**config.mk**
```make
export PLATFORM = sky130hd
export DESIGN_NAME = gpio_port_ovr
export DESIGN_NICKNAME = d
export VERILOG_FILES = /design/src/rtl/gpio_port_pkg.sv /design/src/rtl/gpio_in_sync.sv /design/src/rtl/gpio_ovr_ctrl.sv /design/src/rtl/gpio_regfile.sv /design/src/rtl/gpio_port_ovr.sv
export SDC_FILE = /design/constraint.sdc
export NUM_CORES = 1
export LEC_CHECK = 0
export ABC_AREA = 1
export BUFFER_PORTS_ARGS = -buffer_cell sky130_fd_sc_hd__buf_2
export CAP_MARGIN = 15
export CELL_PAD_IN_SITES_DETAIL_PLACEMENT = 2
export CELL_PAD_IN_SITES_GLOBAL_PLACEMENT = 2
export CORE_MARGIN = 2
export CORE_UTILIZATION = 25
export DETAILED_ROUTE_END_ITERATION = 10
export GPL_TIMING_DRIVEN = 0
export HOLD_SLACK_MARGIN = 0.12
export PLACE_DENSITY = 0.8
export SLEW_MARGIN = 20
export SYNTH_ARGS = -nofsm -noshare
export SYNTH_HDL_FRONTEND = slang
export SYNTH_SLANG_ARGS = --single-unit
```
**constraint.sdc**
```tcl
create_clock -name clk -period 1 [get_ports clk]
set_clock_uncertainty 0.05 [all_clocks]
set_input_delay 0.1 -clock clk [delete_from_list [all_inputs] [get_ports clk]]
set_output_delay 0.1 -clock clk [all_outputs]
set_load 0.02 [all_outputs]
```
**src/rtl/gpio_port_pkg.sv**
```systemverilog
package gpio_port_pkg;

  localparam int ADDR_W = 2;

  localparam logic [ADDR_W-1:0] OFS_DATA   = 2'd0;
  localparam logic [ADDR_W-1:0] OFS_LEVEL  = 2'd1;
  localparam logic [ADDR_W-1:0] OFS_DIR    = 2'd2;
  localparam logic [ADDR_W-1:0] OFS_UNUSED = 2'd3;

  // Effective drive for one pin: direction or PWM claim, vetoed by kill
  function automatic logic pin_drive_en(input logic dir_b, input logic pwm_b,
                                        input logic kill_b);
    return (dir_b | pwm_b) & ~kill_b;
  endfunction

  // Pad value for one pin
  function automatic logic pin_drive_val(input logic pwm_b, input logic wave_b,
                                         input logic latch_b);
    return pwm_b ? wave_b : latch_b;
  endfunction

  // Data-register view for one pin
  function automatic logic data_view(input logic oe_b, input logic latch_b,
                                     input logic sync_b);
    return oe_b ? latch_b : sync_b;
  endfunction

endpackage

```
**src/rtl/gpio_in_sync.sv**
```systemverilog
module gpio_in_sync #(
  parameter int WIDTH = 8
) (
  input  logic             clk,
  input  logic             rst_n,
  input  logic [WIDTH-1:0] async_in,
  output logic [WIDTH-1:0] sync_out
);

  logic [WIDTH-1:0] meta_q;
  logic [WIDTH-1:0] stab_q;

  always_ff @(posedge clk or negedge rst_n) begin
    if (!rst_n) begin
      meta_q <= '0;
      stab_q <= '0;
    end else begin
      meta_q <= async_in;
      stab_q <= meta_q;
    end
  end

  assign sync_out = stab_q;

  // Edges since reset, saturating, so the latency check never looks before reset
  logic [1:0] fill_q;
  always_ff @(posedge clk or negedge rst_n) begin
    if (!rst_n) fill_q <= 2'd0;
    else if (fill_q != 2'd2) fill_q <= fill_q + 2'd1;
  end

  AST_SYNC_TWO_STAGE: assert property (@(posedge clk) disable iff (!rst_n)
    (fill_q == 2'd2) |-> (sync_out == $past(async_in, 2)));

endmodule

```
**src/rtl/gpio_ovr_ctrl.sv**
```systemverilog
module gpio_ovr_ctrl #(
  parameter int WIDTH    = 8,
  parameter int SHDN_PIN = WIDTH - 1
) (
  input  logic             clk,
  input  logic             rst_n,
  input  logic [WIDTH-1:0] dir_bits,
  input  logic [WIDTH-1:0] latch_bits,
  input  logic [WIDTH-1:0] pwm_en,
  input  logic [WIDTH-1:0] pwm_wave,
  input  logic             shutdown_en,
  output logic [WIDTH-1:0] eff_oe,
  output logic [WIDTH-1:0] eff_out
);
  import gpio_port_pkg::*;

  for (genvar i = 0; i < WIDTH; i++) begin : g_pin
    logic kill;
    if (i == SHDN_PIN) begin : g_shdn
      assign kill = shutdown_en;

      AST_SHDN_FORCES_INPUT: assert property (@(posedge clk) disable iff (!rst_n)
        shutdown_en |-> !eff_oe[i]);
    end else begin : g_plain
      assign kill = 1'b0;

      AST_NO_SHDN_EFFECT: assert property (@(posedge clk) disable iff (!rst_n)
        (dir_bits[i] | pwm_en[i]) |-> eff_oe[i]);
    end

    assign eff_oe[i]  = pin_drive_en(dir_bits[i], pwm_en[i], kill);
    assign eff_out[i] = pin_drive_val(pwm_en[i], pwm_wave[i], latch_bits[i]);

    AST_PWM_CLAIMS_PIN: assert property (@(posedge clk) disable iff (!rst_n)
      (pwm_en[i] && !kill) |-> (eff_oe[i] && (eff_out[i] == pwm_wave[i])));

    AST_DIR_DRIVES_LATCH: assert property (@(posedge clk) disable iff (!rst_n)
      (dir_bits[i] && !pwm_en[i] && !kill) |-> (eff_oe[i] && (eff_out[i] == latch_bits[i])));
  end

endmodule

```
**src/rtl/gpio_regfile.sv**
```systemverilog
module gpio_regfile #(
  parameter int WIDTH = 8
) (
  input  logic                             clk,
  input  logic                             rst_n,
  input  logic [gpio_port_pkg::ADDR_W-1:0] addr,
  input  logic                             we,
  input  logic [WIDTH-1:0]                 wdata,
  input  logic [WIDTH-1:0]                 pin_sync,
  input  logic [WIDTH-1:0]                 eff_oe,
  output logic [WIDTH-1:0]                 latch_q,
  output logic [WIDTH-1:0]                 dir_q,
  output logic [WIDTH-1:0]                 rdata
);
  import gpio_port_pkg::*;

  logic wr_data;
  logic wr_dir;
  assign wr_data = we && (addr == OFS_DATA);
  assign wr_dir  = we && (addr == OFS_DIR);

  always_ff @(posedge clk or negedge rst_n) begin
    if (!rst_n) begin
      latch_q <= '0;
      dir_q   <= '0;
    end else begin
      if (wr_data) latch_q <= wdata;
      if (wr_dir)  dir_q   <= wdata;
    end
  end

  logic [WIDTH-1:0] merged_view;
  for (genvar i = 0; i < WIDTH; i++) begin : g_view
    assign merged_view[i] = data_view(eff_oe[i], latch_q[i], pin_sync[i]);
  end

  logic [WIDTH-1:0] rd_next;
  always_comb begin
    unique case (addr)
      OFS_DATA:  rd_next = merged_view;
      OFS_LEVEL: rd_next = pin_sync;
      OFS_DIR:   rd_next = dir_q;
      default:   rd_next = '0;
    endcase
  end

  always_ff @(posedge clk or negedge rst_n) begin
    if (!rst_n) rdata <= '0;
    else        rdata <= rd_next;
  end

  // One edge seen since reset: $past is meaningful from here on
  logic armed_q;
  always_ff @(posedge clk or negedge rst_n) begin
    if (!rst_n) armed_q <= 1'b0;
    else        armed_q <= 1'b1;
  end

  AST_DIR_KEEPS: assert property (@(posedge clk) disable iff (!rst_n)
    !wr_dir |=> $stable(dir_q));

  AST_DIR_TAKES_WRITE: assert property (@(posedge clk) disable iff (!rst_n)
    wr_dir |=> (dir_q == $past(wdata)));

  AST_LATCH_KEEPS: assert property (@(posedge clk) disable iff (!rst_n)
    !wr_data |=> $stable(latch_q));

  AST_UNUSED_READS_ZERO: assert property (@(posedge clk) disable iff (!rst_n)
    (armed_q && ($past(addr) == OFS_UNUSED)) |-> (rdata == '0));

  AST_LEVEL_READ: assert property (@(posedge clk) disable iff (!rst_n)
    (armed_q && ($past(addr) == OFS_LEVEL)) |-> (rdata == $past(pin_sync)));

endmodule

```
**src/rtl/gpio_port_ovr.sv**
```systemverilog
module gpio_port_ovr #(
  parameter int N_PINS   = 8,
  parameter int SHDN_PIN = N_PINS - 1
) (
  input  logic                             clk,
  input  logic                             rst_n,
  input  logic [gpio_port_pkg::ADDR_W-1:0] bus_addr,
  input  logic                             bus_we,
  input  logic [N_PINS-1:0]                bus_wdata,
  output logic [N_PINS-1:0]                bus_rdata,
  input  logic [N_PINS-1:0]                pwm_en,
  input  logic [N_PINS-1:0]                pwm_wave,
  input  logic                             shutdown_en,
  input  logic [N_PINS-1:0]                pin_in,
  output logic [N_PINS-1:0]                pin_oe,
  output logic [N_PINS-1:0]                pin_out
);

  logic [N_PINS-1:0] lvl_sync;
  logic [N_PINS-1:0] latch_bits;
  logic [N_PINS-1:0] dir_bits;
  logic [N_PINS-1:0] oe_eff;
  logic [N_PINS-1:0] out_eff;

  gpio_in_sync #(.WIDTH(N_PINS)) i_sync (
    .clk      (clk),
    .rst_n    (rst_n),
    .async_in (pin_in),
    .sync_out (lvl_sync)
  );

  gpio_ovr_ctrl #(.WIDTH(N_PINS), .SHDN_PIN(SHDN_PIN)) i_ovr (
    .clk         (clk),
    .rst_n       (rst_n),
    .dir_bits    (dir_bits),
    .latch_bits  (latch_bits),
    .pwm_en      (pwm_en),
    .pwm_wave    (pwm_wave),
    .shutdown_en (shutdown_en),
    .eff_oe      (oe_eff),
    .eff_out     (out_eff)
  );

  gpio_regfile #(.WIDTH(N_PINS)) i_regs (
    .clk      (clk),
    .rst_n    (rst_n),
    .addr     (bus_addr),
    .we       (bus_we),
    .wdata    (bus_wdata),
    .pin_sync (lvl_sync),
    .eff_oe   (oe_eff),
    .latch_q  (latch_bits),
    .dir_q    (dir_bits),
    .rdata    (bus_rdata)
  );

  assign pin_oe  = oe_eff;
  assign pin_out = out_eff;

  AST_RESET_QUIET: assert property (@(posedge clk)
    !rst_n |-> (pin_oe == '0));

endmodule

```
# --- Yosys cells after proc, flatten, opt, wreduce, memory -nomap -nowiden ---
# Index checks and enable logic that the tools add are counted.
totals:
  out_inout_bits: 24
  elab_cells: 37
  reg_bits: 40
classes:
  reduce_logical: 3
  n_eq_ne: 2
  mux: 17
  bitwise: 10
ops:
  columns: ["op", "n"]
  rows:
  - ["$pmux W8 S3", 1]
  - ["$mux W1", 16]
  - ["$or A1 B1 Y1", 8]
  - ["$eq A2 B1 Y1 const B", 1]
  - ["$eq A2 B2 Y1 const B", 1]
  - ["$logic_and A1 B1 Y1", 2]
  - ["$logic_not A2 Y1", 1]
  - ["$and A1 B1 Y1", 1]
  - ["$not A1 Y1", 1]

# --- Longest topological paths before layout ---
# Gate-level depths: netlist of the first run.
depth:
  ltp_word: 4
  depth_mapped: 6

# --- Cells and area by module ---
# Synthesis of the first run repeated with hierarchy kept, for this count alone.
unflattened:
  cells_unflattened: 227
  hier_area_um2: 1820.5
modules_own_cells:
  columns: ["mod", "n_inst", "cells_per_inst", "seq_area_each_um2", "area_each_um2"]
  rows:
  - ["gpio_regfile", 1, 170, 600.6, 1248.7]
  - ["gpio_in_sync", 1, 16, 400.4, 400.4]
  - ["gpio_ovr_ctrl", 1, 41, 0.0, 171.4]

# --- Least setup slack after synthesis of the first run ---
# OpenSTA, ideal clock, no wires.
synth_timing:
  kind: "reg-to-output"
  start: "register i_regs.latch_q[7]"
  end: "output pin_out[7]"
  setup_slack_ps: 7
  arrival_time_ps: 843
  stages_incl_launch_ff: 3
  required_time_ps: 850
  path_cell_list: "dfrtp_1 inv_1 o21ai_0"
synth_between:
  elab_chain_cells: 1
synth_lines:
  columns: ["element", "line", "source"]
  rows:
  - ["start: declaration", "gpio_regfile.sv:11", "output logic [WIDTH-1:0] latch_q,"]
  - ["start signal: assignment", "gpio_regfile.sv:27", "if (wr_data) latch_q <= wdata;"]
  - ["$mux W1", "gpio_port_pkg.sv:19", "return pwm_b ? wave_b : latch_b;"]
  - ["end: declaration", "gpio_port_ovr.sv:16", "output logic [N_PINS-1:0] pin_out"]
# No other way between the ends.

# --- Worst setup path after layout of the first run ---
layout_timing:
  start: "register i_regs.dir_q[7]"
  end: "output pin_oe[7]"
layout_between:
  elab_chain_cells: 2
layout_lines:
  columns: ["element", "line", "source"]
  rows:
  - ["start: declaration", "gpio_regfile.sv:12", "output logic [WIDTH-1:0] dir_q,"]
  - ["start signal: assignment", "gpio_regfile.sv:28", "if (wr_dir) dir_q <= wdata;"]
  - ["$or A1 B1 Y1", "gpio_port_pkg.sv:13", "return (dir_b | pwm_b) & ~kill_b;"]
  - ["$and A1 B1 Y1", "gpio_port_pkg.sv:13", null]
  - ["end: declaration", "gpio_port_ovr.sv:15", "output logic [N_PINS-1:0] pin_oe,"]
# No other way between the ends.

==> key figures, run 1 <==
Outcome
  • Status: finished, violations left
  • Violated checks: hold timing, setup timing

Global route
  • Largest net degree at the start of global routing: 41
  • Global-route wire length before repair: 8.87 mm
  • Antenna violations before repair: 0
  • Vias in the first global route: 1916
  • Remaining global-route overflow: 0
  • GRT Resource Usage Total: 15.6%

Clock tree
  • CTS sink count: 40
  • Clk buf depth: 2
  • # hold bufs at CTS: 17
  • Clock slew at reported path FFs: 80 ps
  • Clock buffer count from CTS: 5
  • H-Tree Depth: 2
  • Root Driver: clkbuf_8
  • TritonCTS clock tree: yes
  • Later-pin clock latency in the skew report: 290 ps

Routing
  • Avg WL per Cell: 14.8 µm
  • M1 wire length: 2.30 mm
  • Vias per Instance: 4.42
  • Detailed Route Iter0 Violations: 12
  • Antenna-violating nets left: 0
  • Met2 wire length: 3.24 mm
  • Pre-Repair DR Iteration Count: 3
  • Detailed Route WL: 5.76 mm
  • Highest Signal Layer: met4
  • DR DRC count: 0
  • Via count: 1714
  • WL met3: 171 µm

STA
  • Slew Limit Fails: 0
  • Rel. slew slack: 37.5%
  • Fin crit share: 120%
  • Final setup fails: 17
  • RSZ-0062 raised after global routing: yes
  • Final Hold Viols: 40
  • Period minus WS final: 1200 ps
  • Final worst slack: -196 ps
  • Slew @ Worst Pin: 938 ps
  • Fmax: 0.836 GHz
  • Hold_ws: -104 ps

Placed design
  • Inst Count DP: 332
  • PortBufs: 61
  • DP HPWL: 3.43 mm
  • RD Place Congestion: 0.693

Power and ir drop
  • Clock power frac: 26.2%
  • Sw frac: 30.0%
  • Comb power frac: 30.9%
  • LEAKAGE: 1.52 nW
  • Reg power frac: 42.9%
  • Sw power: 1.32 mW
  • Int Power: 3.08 mW
  • Power per Cell Area: 1540 mW/mm²
  • Pwr Total: 4.39 mW
  • Worst VDD drop: 476 µV

Worst hold path
  • HP Class: primary input to async pin

Yosys
  • Yosys reg bits: 40
  • Synth top area share: 58.4%
  • Post-Syn Instances: 191
  • Largest cells by area after synthesis: dfrtp_1 58%, nand2_1 13%, inv_1 8.3%, o21ai_0 5.0%, nand3_1 4.7%
  • Synth Cell Area: 0.00171 mm²
  • Avg Inst Size Synth: 8.97 µm²
  • Synth area leader: dfrtp_1
  • Syn_nets: 229
  • Netlist cell types: 11
  • Register area share after synthesis: 58.4%
  • Synth warn: 0

Floorplan
  • Row count: 30
  • Die height: 86.8 µm
  • Total core area: 0.00672 mm²
  • Die ar.: 0.00753 mm²
  • Initial cell density of the core: 25.5%
  • Die width: 86.8 µm
  • I/O Pins: 62

Layout
  • Total Nets Final: 346
  • N_diodes: 0
  • Area Overhead vs Synth: 66.7%
  • Post-Layout Cell Count: 388
  • Share of layout cells above drive strength 1: 52.3%

Worst setup path
  • CP required: 850 ps
  • Worst r2r src: i_regs.dir_q[7]
  • Crit path capture type: output pin
  • Worst R2R Path Depth: 7
  • CP cell instances: o21ai_2, inv_1, buf_6
  • CP max-delay cell: dfrtp_1
  • CP max stage delay: 410 ps
  • Reg2reg end: i_regs.rdata[7]
  • Arr. time, crit path: 1050 ps
  • Crit Path Class: flip-flop to output pin
  • CP max FO: 2
  • CP startpoint kind: flip-flop
  • Reg2Reg Setup Slack: -110 ps

Flow run
  • Max cap viols: 0
[final cells by class]
type | count | area (µm²)
plain buffers | 2 | 22.5
clock buffers | 7 | 96.3
fillers | 744 | 3860
inverters | 38 | 143
multi-input cells | 111 | 666
flip-flops and latches | 40 | 1000
well taps | 80 | 100
repair buffers | 110 | 827
[worst max-delay path by stage]
stage / from / slack, ps / endpoint / cells past startpoint
6_report: i_regs.dir_q[7] / -200 / pin_oe[7] / 3
5_1_grt: i_regs.dir_q[7] / -220 / pin_oe[7] / 3
3_5_place_dp: bus_addr[1] / -430 / i_regs.latch_q[3] / 5
4_1_cts: i_regs.dir_q[7] / -170 / pin_oe[7] / 3
2_1_floorplan: i_regs.latch_q[7] / 7 / pin_out[7] / 2
3_3_place_gp: bus_addr[1] / -400 / i_regs.latch_q[2] / 6
[power by group through the flow]
stage | logic, mW | registers (mW) | clock network, mW
2_1_floorplan | 0.429 | 1.95 | 0
3_3_place_gp | 0.770 | 1.91 | 0
3_5_place_dp | 0.807 | 1.92 | 0
4_1_cts | 1.14 | 1.88 | 1.20
5_1_grt | 1.49 | 1.91 | 1.27
6_report | 1.36 | 1.89 | 1.15
[worst max-delay path, delay by kind of cell, from the launching register on]
family	cells	cell delay, ps
compound gates	1	150
flops	1	410
buf+inv	2	200
[registers in the layout, summed over array words and instances (netlist names)]
name	cells
i_regs.rdata	8
i_regs.latch_q	8
i_sync.sync_out	8
i_sync.meta_q	8
i_regs.dir_q	8
[Yosys cell counts]
master	n
o21ai_2	8
nand3b_1	7
nand3_1	16
nor2_1	1
inv_1	38
dfrtp_1	40
nand2_1	59
o21ai_0	17
nand2_4	1
buf_6	2
nor2_4	2
[per-stage QoR]
step / worst slack [ps] / setup TNS [ps] / hold WS (ps) / area [µm²] / util [%]
floorplan: 7.40 / 0 / -246 / 1710 / -
global placement: -402 / -6490 / 157 / 2120 / 31.5
detailed placement: -431 / -7520 / 160 / 2120 / 31.5
CTS: -173 / -1830 / -68.7 / 2630 / 39.1
global route: -216 / -2770 / -28.4 / 2860 / 42.5
finish: -196 / -1790 / -104 / 2860 / 42.5
[cells in the final DEF (no fill, tap or decap)]
cell type and instances:
buf_6 21, buf_4 29, nand2_2 13, nand3_1 6, nand2_4 1, inv_2 15
nand3b_1 7, dlygate4sd3_1 17, buf_2 45, o21ai_2 17, nor2_4 2, clkbuf_8 7
o21ai_0 8, nand2_1 46, inv_1 23, nand3_2 10, nor2_2 1, dfrtp_1 40
[routing by layer]
| metal | vias up | global-route usage (%) |
|---|---|---|
| met2 | 40 | 29.7 |
| met1 | 845 | 17.3 |
| met3 | 6 | 3.05 |
| li1 | 823 | - |
| met4 | 0 | 4.69 |
| met5 | - | 0 |
[timing repair]
action,in CTS,in global routing
setup buffers,19,14
resized for setup,56,36
gates cloned,0,0
pin swaps,2,13
setup endpoints to repair,27,35
hold endpoints to repair,65,40
[cell families after synthesis]
kind of cell	synth area share [%]
AND/OR/NAND/NOR	22.9
flip-flops	58.4
buffers and inverters	9.64
AO/OA/AOI/OAI	9.06
Power figures use the tool's default switching activity.
==> inputs of run 2 (changes only) <==
--- a/config.mk
+++ b/config.mk
@@ -20,3 +20,4 @@
 export SYNTH_ARGS = -nofsm -noshare
 export SYNTH_HDL_FRONTEND = slang
 export SYNTH_SLANG_ARGS = --single-unit
+export TNS_END_PERCENT = 10
==> run 2 against run 1 <==
Against the previous run: the flow still finishes with violations (hold timing, setup timing); utilization is 5.6 points lower; via count is 7.3% lower; fmax is 0.51% lower; critical endpoint unchanged; final cell count is 7.7% lower; flip-flop and latch count stayed put; die area stayed put; power is 9.3% lower; wire length is 14% lower; non-clock buffer count is 30 lower.
==> key figures, run 2 (synthesis gave the netlist of run 1 again) <==
Layout
  • Fin area: 0.00248 mm²
  • Area Overhead vs Synth: 44.9%
  • Post-Layout Cell Count: 358
  • N_diodes: 0
  • Share of layout cells above drive strength 1: 34.5%
  • Leading cell types in the layout, fill and taps excluded: 58 x nand2_1, 51 x buf_2, 40 x dfrtp_1
  • Layout Utilization: 36.9%
  • Commonest non-fill, non-tap cell in the layout: nand2_1
  • Total Nets Final: 316

Global route
  • GRT Resource Usage Total: 14.4%
  • Met3 GRT Util: 2.95%
  • Met2 usage: 26.6%
  • Vias in the first global route: 1786
  • Antenna violations before repair: 0
  • Top Usage Layer GRT: met2
  • Global-route wire length before repair: 8.27 mm
  • Met1 Track Usage GR: 16.6%
  • Remaining global-route overflow: 0
  • Largest net degree at the start of global routing: 41

Power and ir drop
  • Power per Cell Area: 1610 mW/mm²
  • Pwr Total: 3.98 mW
  • LEAKAGE: 1.33 nW
  • Worst VDD drop: 457 µV

Placed design
  • Placed cell area: 0.00212 mm²
  • Inst Count DP: 332
  • RD Place Congestion: 0.693
  • Place WS: -431 ps
  • PortBufs: 61
  • DP HPWL: 3.43 mm

Floorplan
  • Die height: 86.8 µm
  • Total core area: 0.00672 mm²
  • Row count: 30
  • Die width: 86.8 µm
  • Die ar.: 0.00753 mm²
  • I/O Pins: 62
  • Initial cell density of the core: 25.5%

Worst setup path
  • Worst R2R Path Depth: 5
  • CP max FO: 2
  • CP max stage delay: 410 ps
  • CP startpoint kind: flip-flop
  • CP cell instances: o21ai_2, inv_1, buf_6
  • CP required: 850 ps
  • CP max-delay cell: dfrtp_1
  • Crit path capture type: output pin
  • Arr. time, crit path: 1050 ps
  • Crit Path Class: flip-flop to output pin

Worst hold path
  • HP Class: primary input to async pin

STA
  • Final Hold Viols: 40
  • Setup_tns: -2030 ps
  • Fin crit share: 120%
  • Final setup fails: 17
  • Period minus WS final: 1200 ps
  • RSZ-0062 raised after global routing: yes
  • Final worst slack: -202 ps
  • Hold_ws: -114 ps
  • Slew Limit Fails: 0
  • Rel. slew slack: 38.7%
  • Slew @ Worst Pin: 920 ps
  • Fmax: 0.832 GHz

Clock tree
  • Later-pin clock latency in the skew report: 290 ps
  • Root Driver: clkbuf_8
  • Clock slew at reported path FFs: 70 ps
  • CTS sink count: 40
  • Clk buf depth: 2
  • TritonCTS clock tree: yes
  • # hold bufs at CTS: 17
  • H-Tree Depth: 2
  • Clock buffer count from CTS: 5

Routing
  • Via count: 1589
  • Detailed Route Iter0 Violations: 27
  • Pre-Repair DR Iteration Count: 4
  • Avg WL per Cell: 13.9 µm
  • Vias per Instance: 4.44
  • DR DRC count: 0
  • Antenna-violating nets left: 0
  • Detailed Route WL: 4.97 mm

Flow run
  • Max cap viols: 0

Outcome
  • Status: finished, violations left
  • Violated checks: hold timing, setup timing
-- run 2: cell types whose count changed in the layout (fill, tap and decap cells not counted), sizes merged --
cell | previous run | this run
buf | 95 | 64
clkbuf | 7 | 8
-- run 2: final timing paths --
path,from,end,slack [ps]
min in group clk,pwm_en[6],i_regs.rdata[6],160
max in group asynchronous,rst_n,i_sync.sync_out[5],430
setup / recovery,i_regs.dir_q[7],pin_oe[7],-200
hold / removal,rst_n,i_sync.sync_out[3],-110
setup reg to reg,i_regs.dir_q[7],i_regs.rdata[7],-10
hold reg to reg,i_sync.meta_q[1],i_sync.sync_out[1],300
-- run 2: repair_timing --
action,in CTS,in global routing
endpoints found under the setup margin,27,27
cloned,0,0
pin swaps,1,2
buffers inserted,2,0
hold endpoints to repair,65,40
resized for setup,23,17
-- run 2: cell type report --
class / instances / area (µm²)
fill: 768 / 4240
sequential: 40 / 1000
multi-input combinational: 111 / 576
timing repair buffer: 80 / 534
inverter: 38 / 143
tap: 80 / 100
clock buffer: 7 / 96.3
buffer: 2 / 31.3
-- run 2: worst max-delay path, delay by kind of cell, from the launching register on --
kind,cells,cell delay [ps]
flip-flops,1,410
buffers and inverters,2,200
AO/OA/AOI/OAI,1,160
-- run 2: where the power goes --
group	total (mW)	internal, mW	leakage, nW	switching [mW]
clock	1.16	0.615	0.0503	0.544
combinational	0.940	0.387	0.795	0.554
sequential	1.89	1.79	0.488	0.0939
-- run 2: per-layer routing --
layer / vias to the layer above / part of all wire, %
met3: 11 / 3.5
met1: 777 / 41
met2: 41 / 53
met4: 0 / 1.8
li1: 760 / -
met5: - / 0
